**src/rtl/syn_rx_pkg.sv**
```systemverilog
package syn_rx_pkg;
  typedef enum logic [2:0] {
    ST_IDLE   = 3'd0,
    ST_HUNT   = 3'd1,
    ST_PSKIP  = 3'd2,
    ST_VERIFY = 3'd3,
    ST_SYNC   = 3'd4
  } rx_state_e;
endpackage

```
**src/rtl/syn_rx_shift.sv**
```systemverilog
module syn_rx_shift #(
  parameter int DATA_W = 8,
  parameter int CNT_W  = 4
) (
  input  logic              clk,
  input  logic              rst_n,
  input  logic              sr_clr,
  input  logic              shift_en,
  input  logic              bit_in,
  input  logic [CNT_W-1:0]  len_bits,
  output logic [DATA_W-1:0] len_mask,
  output logic [DATA_W-1:0] win_cur,
  output logic [DATA_W-1:0] win_nxt
);
  logic [DATA_W-1:0] sr_q, sr_d, sr_sh;
  logic [CNT_W-1:0]  gap;

  for (genvar g = 0; g < DATA_W; g++) begin : g_mask
    assign len_mask[g] = (len_bits > CNT_W'(g));
  end

  always_comb begin
    sr_sh = {bit_in, sr_q[DATA_W-1:1]};
    sr_d  = sr_q;
    if (sr_clr)        sr_d = '0;
    else if (shift_en) sr_d = sr_sh;
  end

  // Newest bit sits at the top; the last L bits are aligned down to bit 0.
  assign gap     = CNT_W'(DATA_W) - len_bits;
  assign win_cur = (sr_q  >> gap) & len_mask;
  assign win_nxt = (sr_sh >> gap) & len_mask;

  always_ff @(posedge clk or negedge rst_n) begin
    if (!rst_n) sr_q <= '0;
    else        sr_q <= sr_d;
  end
endmodule

```
**src/rtl/syn_rx_ctrl.sv**
```systemverilog
module syn_rx_ctrl
  import syn_rx_pkg::*;
#(
  parameter int DATA_W = 8,
  parameter int CNT_W  = 4
) (
  input  logic              clk,
  input  logic              rst_n,
  input  logic              rx_enable,
  input  logic              rx_tick,
  input  logic              bit_in,
  input  logic              cfg_dual,
  input  logic              cfg_strip,
  input  logic              cfg_par_en,
  input  logic              cfg_par_odd,
  input  logic              cfg_ext,
  input  logic              ext_sync_in,
  input  logic [DATA_W-1:0] syn1_m,
  input  logic [DATA_W-1:0] syn2_m,
  input  logic [CNT_W-1:0]  len_bits,
  input  logic [DATA_W-1:0] win_cur,
  input  logic [DATA_W-1:0] win_nxt,
  output logic              sr_clr,
  output logic              shift_en,
  output logic              xfer,
  output logic [DATA_W-1:0] xfer_char,
  output logic              xfer_perr,
  output logic              set_syn
);
  rx_state_e        state_q, state_d;
  logic [CNT_W-1:0] cnt_q, cnt_d;
  logic             pend_q, pend_d;
  logic             ext_q;
  logic             prev1_q, prev1_d;

  logic ext_edge, pend_eff, data_phase, frame_last;
  logic is1, is2, strip;

  always_comb begin
    ext_edge   = ext_sync_in & ~ext_q;
    pend_eff   = pend_q | ext_edge;
    data_phase = (cnt_q < len_bits);
    frame_last = cfg_par_en ? (cnt_q == len_bits)
                            : (cnt_q == (len_bits - 1'b1));
    xfer_char  = cfg_par_en ? win_cur : win_nxt;
    xfer_perr  = cfg_par_en & ((^win_cur) ^ bit_in ^ cfg_par_odd);
    is1        = (xfer_char == syn1_m);
    is2        = (xfer_char == syn2_m);
  end

  always_comb begin
    state_d  = state_q;
    cnt_d    = cnt_q;
    pend_d   = pend_q & cfg_ext;
    prev1_d  = prev1_q;
    sr_clr   = 1'b0;
    shift_en = 1'b0;
    xfer     = 1'b0;
    set_syn  = 1'b0;
    strip    = 1'b0;
    if (!rx_enable) begin
      state_d = ST_IDLE;
      cnt_d   = '0;
      pend_d  = 1'b0;
      prev1_d = 1'b0;
      sr_clr  = 1'b1;
    end else if (state_q == ST_IDLE) begin
      state_d = ST_HUNT;
      cnt_d   = '0;
      pend_d  = 1'b0;
      sr_clr  = 1'b1;
    end else begin
      if (cfg_ext && ext_edge) pend_d = 1'b1;
      if (rx_tick) begin
        if (cfg_ext && pend_eff) begin
          // jam sync: this bit is data bit 0 of a new character
          state_d  = ST_SYNC;
          shift_en = 1'b1;
          cnt_d    = CNT_W'(1);
          pend_d   = 1'b0;
          prev1_d  = 1'b0;
          set_syn  = 1'b1;
        end else begin
          case (state_q)
            ST_HUNT: begin
              shift_en = 1'b1;
              if (!cfg_ext && (win_nxt == syn1_m)) begin
                cnt_d = '0;
                if (cfg_par_en)    state_d = ST_PSKIP;
                else if (cfg_dual) state_d = ST_VERIFY;
                else               state_d = ST_SYNC;
                if (!cfg_dual) set_syn = 1'b1;
              end
            end
            ST_PSKIP: begin
              cnt_d   = '0;
              state_d = cfg_dual ? ST_VERIFY : ST_SYNC;
            end
            ST_VERIFY: begin
              if (data_phase) shift_en = 1'b1;
              if (frame_last) begin
                cnt_d = '0;
                if (is2) begin
                  state_d = ST_SYNC;
                  set_syn = 1'b1;
                  prev1_d = 1'b0;
                end else begin
                  state_d = ST_HUNT;
                end
              end else begin
                cnt_d = cnt_q + 1'b1;
              end
            end
            ST_SYNC: begin
              if (data_phase) shift_en = 1'b1;
              if (frame_last) begin
                cnt_d = '0;
                if (!cfg_ext) begin
                  if (cfg_dual) set_syn = is2 & prev1_q;
                  else          set_syn = is1;
                  strip = cfg_strip & (is1 | (cfg_dual & is2));
                end
                xfer    = ~strip;
                prev1_d = is1;
              end else begin
                cnt_d = cnt_q + 1'b1;
              end
            end
            default: state_d = ST_IDLE;
          endcase
        end
      end
    end
  end

  always_ff @(posedge clk or negedge rst_n) begin
    if (!rst_n) begin
      state_q <= ST_IDLE;
      cnt_q   <= '0;
      pend_q  <= 1'b0;
      ext_q   <= 1'b0;
      prev1_q <= 1'b0;
    end else begin
      state_q <= state_d;
      cnt_q   <= cnt_d;
      pend_q  <= pend_d;
      ext_q   <= ext_sync_in;
      prev1_q <= prev1_d;
    end
  end
endmodule

```
**src/rtl/syn_rx_hold.sv**
```systemverilog
module syn_rx_hold #(
  parameter int DATA_W = 8
) (
  input  logic              clk,
  input  logic              rst_n,
  input  logic              clr,
  input  logic              xfer,
  input  logic [DATA_W-1:0] xfer_char,
  input  logic              xfer_perr,
  input  logic              set_syn,
  input  logic              rd_data,
  input  logic              rd_status,
  output logic [DATA_W-1:0] rx_char,
  output logic              rx_ready,
  output logic              syn_det,
  output logic              par_err,
  output logic              rx_ovr
);
  logic [DATA_W-1:0] char_q, char_d;
  logic rdy_q, rdy_d, syn_q, syn_d, perr_q, perr_d, ovr_q, ovr_d;

  always_comb begin
    char_d = xfer ? xfer_char : char_q;
    if (clr)          rdy_d = 1'b0;
    else if (xfer)    rdy_d = 1'b1;
    else if (rd_data) rdy_d = 1'b0;
    else              rdy_d = rdy_q;
    if (clr)                          ovr_d = 1'b0;
    else if (xfer && rdy_q && !rd_data) ovr_d = 1'b1;
    else if (rd_status)               ovr_d = 1'b0;
    else                              ovr_d = ovr_q;
    if (clr)            syn_d = 1'b0;
    else if (set_syn)   syn_d = 1'b1;
    else if (rd_status) syn_d = 1'b0;
    else                syn_d = syn_q;
    if (clr)       perr_d = 1'b0;
    else if (xfer) perr_d = xfer_perr;
    else           perr_d = perr_q;
  end

  always_ff @(posedge clk or negedge rst_n) begin
    if (!rst_n) begin
      char_q <= '0;
      rdy_q  <= 1'b0;
      syn_q  <= 1'b0;
      perr_q <= 1'b0;
      ovr_q  <= 1'b0;
    end else begin
      char_q <= char_d;
      rdy_q  <= rdy_d;
      syn_q  <= syn_d;
      perr_q <= perr_d;
      ovr_q  <= ovr_d;
    end
  end

  assign rx_char  = char_q;
  assign rx_ready = rdy_q;
  assign syn_det  = syn_q;
  assign par_err  = perr_q;
  assign rx_ovr   = ovr_q;
endmodule

```
**src/rtl/syn_rx_front.sv**
```systemverilog
module syn_rx_front #(
  parameter int DATA_W = 8,
  parameter int LSEL_W = 2
) (
  input  logic              clk,
  input  logic              rst_n,
  input  logic              rx_enable,
  input  logic              rx_tick,
  input  logic              rx_bit,
  input  logic [DATA_W-1:0] cfg_syn1,
  input  logic [DATA_W-1:0] cfg_syn2,
  input  logic              cfg_dual_syn,
  input  logic              cfg_strip,
  input  logic [LSEL_W-1:0] cfg_len,
  input  logic              cfg_par_en,
  input  logic              cfg_par_odd,
  input  logic              cfg_ext_sync,
  input  logic              ext_sync_in,
  input  logic              rd_data,
  input  logic              rd_status,
  output logic [DATA_W-1:0] rx_char,
  output logic              rx_ready,
  output logic              syn_det,
  output logic              par_err,
  output logic              rx_ovr
);
  localparam int MIN_LEN = DATA_W - (1 << LSEL_W) + 1;
  localparam int CNT_W   = $clog2(DATA_W + 2);

  logic              rst_s1, rst_s2;
  logic [CNT_W-1:0]  len_bits;
  logic [DATA_W-1:0] len_mask, win_cur, win_nxt, syn1_m, syn2_m, xfer_char;
  logic              sr_clr, shift_en, xfer, xfer_perr, set_syn;

  // asynchronous assert, synchronous release
  always_ff @(posedge clk or negedge rst_n) begin
    if (!rst_n) begin
      rst_s1 <= 1'b0;
      rst_s2 <= 1'b0;
    end else begin
      rst_s1 <= 1'b1;
      rst_s2 <= rst_s1;
    end
  end

  assign len_bits = CNT_W'(MIN_LEN) + CNT_W'(cfg_len);
  assign syn1_m   = cfg_syn1 & len_mask;
  assign syn2_m   = cfg_syn2 & len_mask;

  syn_rx_shift #(.DATA_W(DATA_W), .CNT_W(CNT_W)) u_shift (
    .clk      (clk),
    .rst_n    (rst_s2),
    .sr_clr   (sr_clr),
    .shift_en (shift_en),
    .bit_in   (rx_bit),
    .len_bits (len_bits),
    .len_mask (len_mask),
    .win_cur  (win_cur),
    .win_nxt  (win_nxt)
  );

  syn_rx_ctrl #(.DATA_W(DATA_W), .CNT_W(CNT_W)) u_ctrl (
    .clk         (clk),
    .rst_n       (rst_s2),
    .rx_enable   (rx_enable),
    .rx_tick     (rx_tick),
    .bit_in      (rx_bit),
    .cfg_dual    (cfg_dual_syn),
    .cfg_strip   (cfg_strip),
    .cfg_par_en  (cfg_par_en),
    .cfg_par_odd (cfg_par_odd),
    .cfg_ext     (cfg_ext_sync),
    .ext_sync_in (ext_sync_in),
    .syn1_m      (syn1_m),
    .syn2_m      (syn2_m),
    .len_bits    (len_bits),
    .win_cur     (win_cur),
    .win_nxt     (win_nxt),
    .sr_clr      (sr_clr),
    .shift_en    (shift_en),
    .xfer        (xfer),
    .xfer_char   (xfer_char),
    .xfer_perr   (xfer_perr),
    .set_syn     (set_syn)
  );

  syn_rx_hold #(.DATA_W(DATA_W)) u_hold (
    .clk       (clk),
    .rst_n     (rst_s2),
    .clr       (~rx_enable),
    .xfer      (xfer),
    .xfer_char (xfer_char),
    .xfer_perr (xfer_perr),
    .set_syn   (set_syn),
    .rd_data   (rd_data),
    .rd_status (rd_status),
    .rx_char   (rx_char),
    .rx_ready  (rx_ready),
    .syn_det   (syn_det),
    .par_err   (par_err),
    .rx_ovr    (rx_ovr)
  );
endmodule

```
**config.mk**
```make
export PLATFORM = sky130hd
export DESIGN_NAME = syn_rx_front
export DESIGN_NICKNAME = d
export VERILOG_FILES = /design/src/rtl/syn_rx_pkg.sv /design/src/rtl/syn_rx_shift.sv /design/src/rtl/syn_rx_ctrl.sv /design/src/rtl/syn_rx_hold.sv /design/src/rtl/syn_rx_front.sv
export SDC_FILE = /design/constraint.sdc
export NUM_CORES = 1
export LEC_CHECK = 0
export CELL_PAD_IN_SITES_DETAIL_PLACEMENT = 0
export CELL_PAD_IN_SITES_GLOBAL_PLACEMENT = 1
export CORE_ASPECT_RATIO = 1.4
export CORE_MARGIN = 2
export CORE_UTILIZATION = 35
export CTS_BUF_LIST = sky130_fd_sc_hd__clkbuf_8 sky130_fd_sc_hd__clkbuf_16
export DETAILED_ROUTE_END_ITERATION = 12
export GPL_TIMING_DRIVEN = 0
export PLACE_DENSITY_LB_ADDON = 0.12
export SYNTH_ARGS = -nofsm -noshare
export SYNTH_HDL_FRONTEND = slang
export SYNTH_HIERARCHICAL = 1
export SYNTH_SLANG_ARGS = --single-unit
```
**constraint.sdc**
```tcl
create_clock -name clk -period 1.4 [get_ports clk]
set_input_delay 0.28 -clock clk [delete_from_list [all_inputs] [get_ports clk]]
set_output_delay 0.28 -clock clk [all_outputs]
set_load 0.05 [all_outputs]
```
==> impl_metrics.yaml, run 1 <==
clock_network:
  max-clock-path-buffers: 2
  htreeDepth: 2
  cts_hold_buf: 0
  cts.root.buffer_cell: "clkbuf_16"
  clock_sinks: 32
  cts_tree: "done"
  clkTransAtPathRegs_ps: 50
  worstSkewPairLatency_ps: 280
  cts_buffers: 5
power_and_ir_drop:
  p_int_mw: 2.58
  vdd_ir_drop_max_uv: 542
  p_sw_frac: 0.338
  power.leakage_nw: 1.95
  power_mw: 3.90
  pwr-share-comb: 0.413
  clockPowerShare: 0.326
  powerDensity_mw_per_mm2: 827
  seqPwrFrac: 0.262
  p_sw_mw: 1.32
yosys:
  async_reset_ff_frac: 1.00
  synth_fp_nets: 399
  syn_avg_cell_area_sq_um: 8.64
  ys_seq_area_frac: 0.260
  synthTopCellsByCount: "32 x dfrtp_1, 31 x inv_1, 31 x xnor2_1"
  yosys.area.top_type_share: 0.260
  synthesis.area_sq_mm: 0.00307
  synth_flop_cell: "dfrtp_1"
  synthCells: 356
  ys_types: 67
  synth_edf_count: 0
  synth_top_cells_by_area: "dfrtp_1 26%, xnor2_1 8.8%, mux2i_1 6.2%"
  synth_top_area_cell: "dfrtp_1"
  yosys.cell_count.top_type: "dfrtp_1"
  yosysWarnings: 6
  ys_seq_elements: 32
drt:
  wl_met3_um: 251
  post_drt_wl_per_cell_um: 16.6
  drc_errors: 0
  wirelength_um: 9270
  antenna_left: 0
  met1_length_um: 3840
  highest_layer: "met4"
  first_pass_iters: 4
  vias: 2887
  drt_iter0_markers: 63
  vias_per_cell: 5.16
  wl_met2_um: 4970
sta:
  slew-limit-headroom: 0.310
  max_slew.worst_pin.slew_ps: 1030
  setup_ws_ps: -1730
  post-route-period-util: 2.24
  finalCriticalPeriod_ps: 3130
  setup_viol: 28
  fin_skew_ps: 4.17
  hold_violations: 0
  maxSlewViolCount: 0
  rsz0062_at_grt: "yes"
  max_freq_ghz: 0.319
final_layout:
  area_growth_pct: 53.2
  nets: 496
  antenna_cells: 0
  drive_gt1_frac: 0.399
  fillCellCount: 794
  final_cell_area_sq_mm: 0.00471
global_route:
  antenna_found_initial: 0
  grt_pass1_wl_um: 14900
  track_usage: 0.197
  grt_pass1_vias: 2984
  grt_max_degree: 31
  overflow: 0
critical_path:
  worstPathCellList: "buf_8 > ha_4 > inv_4 > ha_4 > mux2_4 > or3_1 > o211ai_1 > mux2i_2 > xnor2_1 > nor4_2 > nand2_2 > o21ai_2 > a311oi_2 > buf_4 > mux2_4"
  path_max_fanout: 8
  required_ps: 1570
  critPathSlowestCell: "ha_4"
  path_class: "input port to flip-flop"
  max_stage_delay_ps: 350
  critPathCaptureType: "flip-flop"
  arrival_ps: 3300
  startpoint_type: "input port"
placed_design:
  dp_hpwl_um: 6880
  portBuffers: 42
  postPlaceCellArea_sq_mm: 0.00375
  gp_congestion: 0.904
floorplanning:
  chipWidth_um: 83.2
  start_util: 0.359
  ios: 43
  die_area_sq_mm: 0.00956
  die_h_um: 115
  rows: 40
  core_sq_mm: 0.00856
status:
  violations: "negative setup slack"
  run_status: "complete, but fails checks"
run:
  drv_cap: 0
hold_path:
  hold_class: "input port to asynchronous set/reset pin"
state kept, by name (all words and copies together), names as in the netlist, 3 cells and up:
register,flops
u_hold/rx_char,8
u_shift/sr_q,8
u_ctrl/cnt_q,4
u_ctrl/state_q,3
cells in the final DEF (no fill, tap or decap), types with 5 or more instances in the layout:
cell type	count
dfrtp_1	31
mux2i_1	14
o21ai_0	7
a21oi_2	6
xor2_1	6
mux2_4	10
nor2_1	15
inv_1	25
nand3_1	6
nor3_2	5
nand2_1	22
ha_1	9
and2_1	16
buf_4	41
nand2b_1	5
clkdlybuf4s15_2	12
nor3_1	8
mux2i_2	8
buf_6	12
clkdlybuf4s50_1	27
nor4_2	5
clkbuf_16	5
xnor2_1	29
a21oi_1	8
per-layer routing:
| metal | track usage | up-vias |
|---|---|---|
| li1 | - | 1433 |
| met1 | 0.222 | 1382 |
| met2 | 0.366 | 53 |
| met3 | 0.0345 | 19 |
| met4 | 0.0809 | 0 |
| met5 | 0 | - |
worst paths after layout:
check / from / end / slack, ps / depth (start not counted)
hold reg to reg: rst_s2 / u_ctrl/cnt_q[3] / 320 / 0
min in group clk: rst_s1 / rst_s2 / 350 / 0
hold / removal: rst_n / rst_s1 / 150 / 1
max in group asynchronous: rst_s2 / u_hold/rx_ready / 640 / 0
setup reg to reg: u_shift/sr_q[7] / u_hold/rx_char[3] / -1570 / 12
setup / recovery: cfg_len[0] / u_hold/rx_char[3] / -1730 / 15
stage by stage:
stage               cells  TNS (ps)   util  hold WS (ps)  worst slack [ps]
detailed placement    503    -69880  0.438           336             -3000
finish                559    -38340  0.550           153             -1730
CTS                   553    -38290  0.530           153             -1680
global route          559    -41840  0.550           152             -1870
floorplan             356    -37880      -         -15.6             -1890
global placement      503    -68940  0.438           340             -3010
power by group through the flow:
stage          registers [mW]  clock network (mW)  logic (mW)
6_report                 1.02                1.27        1.61
3_3_place_gp             1.03                   0        1.20
2_1_floorplan            1.02                   0       0.886
3_5_place_dp             1.03                   0        1.20
4_1_cts                  1.02                1.30        1.50
5_1_grt                  1.03                1.34        1.73
area by class of cell:
cell class                      count  area (sq um)  area share
Buffer                             12           103      0.0218
Clock buffer                        5           125      0.0266
Clock inverter                      3          42.5     0.00903
Multi-Input combinational cell    278          2490       0.530
Tap cell                          105           131      0.0279
Timing Repair Buffer               92           875       0.186
Sequential cell                    32           802       0.170
Inverter                           32           138      0.0292
timing repair:
item / CTS / global route
gates cloned: 1 / 0
pin swaps: 37 / 13
endpoints found under the setup margin: 60 / 29
resized for setup: 117 / 27
buffers inserted: 43 / 9
worst max-delay path: cells and delay by family:
| kind | cells | cell delay [ps] |
|---|---|---|
| compound gates | 3 | 440 |
| xor+xnor | 1 | 160 |
| fa+ha+maj | 2 | 630 |
| buf+inv | 3 | 350 |
| mux | 3 | 770 |
| simple gates | 3 | 660 |
cells by family after synthesis:
group / synth area share
muxes: 0.138
DFF: 0.260
other: 0.00122
adders and majority gates: 0.0488
xor gates and xnor gates: 0.114
and+or+nand+nor: 0.212
AOI/OAI and AO/OA: 0.162
buffers and inverters: 0.0631
Power figures use the tool's default switching activity.
==> inputs of run 2 (changes only) <==
Settings changed: CORE_MARGIN 2 to unset.
==> run 2 against run 1 <==
Compared with the run above: the flow still finishes with violations (negative setup slack); utilization decreased by 0.85 points; critical path depth unchanged; clock power hardly changed; clock skew about the same; combinational power hardly changed; routed wire length shrank 0.65%; global-route usage grew 1.3 points; die area shrank 4.1%; non-clock buffer count decreased by 5; count of clock-buffer cells in the layout did not move; first-iteration DRC count fell by 19%; largest cell class unchanged.
==> impl_metrics.yaml, run 2 (synthesis results as in run 1) <==
drt:
  first_pass_iters: 4
  antenna_left: 0
  wl_met3_um: 265
  wl_met2_um: 5090
  vias: 2868
  drt_iter0_markers: 51
  vias_per_cell: 5.18
  met1_length_um: 3660
  highest_layer: "met4"
  wirelength_um: 9210
  drc_errors: 0
  post_drt_wl_per_cell_um: 16.6
floorplanning:
  rows: 40
  die_h_um: 113
  core_sq_mm: 0.00856
  start_util: 0.359
  ios: 43
  chipWidth_um: 81.2
  die_area_sq_mm: 0.00917
critical_path:
  crit_buf_inv: 3
  path_max_fanout: 6
  path_class: "input port to flip-flop"
  startpoint_type: "input port"
  critPathTopFamily: "multiplexers"
  required_ps: 1570
  arrival_ps: 3330
  crit_cells: 15
  max_stage_delay_ps: 320
  r2r_cells: 12
  critPathSlowestCell: "ha_4"
  critPathCaptureType: "flip-flop"
  worstPathCellList: "buf_8 > ha_4 > inv_4 > ha_4 > mux2_4 > or3_1 > o211ai_1 > mux2i_2 > xnor2_1 > nor4_2 > nand2_1 > o21ai_2 > a311oi_2 > buf_4 > mux2_4"
final_layout:
  nets: 491
  drive_gt1_frac: 0.385
  final_common_cell: "buf_4"
  final_cell_mix: "37 x buf_4, 31 x dfrtp_1, 30 x xnor2_1, 27 x clkdlybuf4s50_1, 24 x inv_1"
  fillCellCount: 808
  final_cell_area_sq_mm: 0.00464
  area_growth_pct: 50.9
  antenna_cells: 0
sta:
  post-route-period-util: 2.26
  tns_ps: -38650
  rsz0062_at_grt: "yes"
  max_freq_ghz: 0.317
  setup_viol: 28
  hold_violations: 0
  setup_ws_ps: -1760
  maxSlewViolCount: 0
  finalCriticalPeriod_ps: 3160
  fin_skew_ps: 4.35
  slew-limit-headroom: 0.350
  max_slew.worst_pin.slew_ps: 968
power_and_ir_drop:
  vdd_ir_drop_max_uv: 657
  power.leakage_nw: 1.91
  powerDensity_mw_per_mm2: 843
global_route:
  overflow: 0
  antenna_found_initial: 0
  grt_pass1_wl_um: 14500
  grt_pass1_vias: 2986
  grt_max_degree: 31
  track_usage: 0.210
placed_design:
  dp_hpwl_um: 6750
  portBuffers: 42
  gp_congestion: 0.869
  postPlaceCellArea_sq_mm: 0.00375
clock_network:
  htreeDepth: 2
  worstSkewPairLatency_ps: 280
  cts_buffers: 5
  cts_hold_buf: 0
  cts.root.buffer_cell: "clkbuf_16"
  clock_sinks: 32
  clkTransAtPathRegs_ps: 60
  max-clock-path-buffers: 2
  cts_tree: "done"
run:
  drv_cap: 0
hold_path:
  hold_class: "input port to asynchronous set/reset pin"
status:
  run_status: "complete, but fails checks"
  violations: "negative setup slack"
## run 2: cell type report
class	count	area [sq um]	share of cell area
Clock inverter	3	42.5	0.00917
Buffer	12	98.8	0.0213
Sequential cell	32	802	0.173
Multi-Input combinational cell	278	2490	0.536
Timing Repair Buffer	87	812	0.175
Inverter	32	140	0.0302
Clock buffer	5	125	0.0270
Tap cell	105	131	0.0283
## run 2: through the flow
step | util | worst slack (ps) | hold WS, ps | instances | power, mW
after floorplan | - | -1890 | -15.6 | 356 | 1.90
after global routing | 0.542 | -1860 | 160 | 554 | 4.11
after global placement | 0.438 | -3070 | 338 | 503 | 2.23
final | 0.542 | -1760 | 155 | 554 | 3.91
after CTS | 0.526 | -1700 | 149 | 552 | 3.80
after detailed placement | 0.438 | -3040 | 338 | 503 | 2.23
## run 2: what timing repair did
| item | 4_1_cts | 5_1_grt |
|---|---|---|
| cloned | 1 | 0 |
| setup buffers | 42 | 6 |
| resized for setup | 117 | 24 |
| pin swaps | 36 | 20 |
| setup endpoints to repair | 60 | 29 |
## run 2: final timing paths
path | startpoint | endpoint | slack, ps
max | cfg_len[0] | u_hold/rx_char[2] | -1760
min | rst_n | rst_s1 | 150
max reg2reg | u_shift/sr_q[7] | u_hold/rx_char[2] | -1610
min reg2reg | rst_s2 | u_shift/sr_q[5] | 310
max in group asynchronous | rst_s2 | u_hold/rx_char[7] | 650
min in group clk | rst_s1 | rst_s2 | 350
## run 2: power by group
group          switching [mW]  leakage, nW  internal, mW  total, mW
combinational           0.830         1.39         0.788       1.62
clock                   0.436       0.0798         0.836       1.27
sequential             0.0628        0.437         0.955       1.02
total                    1.33         1.91          2.58       3.91
## run 2: routing by layer
metal / GRT usage / up-vias
li1: - / 1430
met1: 0.235 / 1368
met2: 0.392 / 56
met3: 0.0282 / 14
met4: 0.0774 / 0
met5: 0 / -
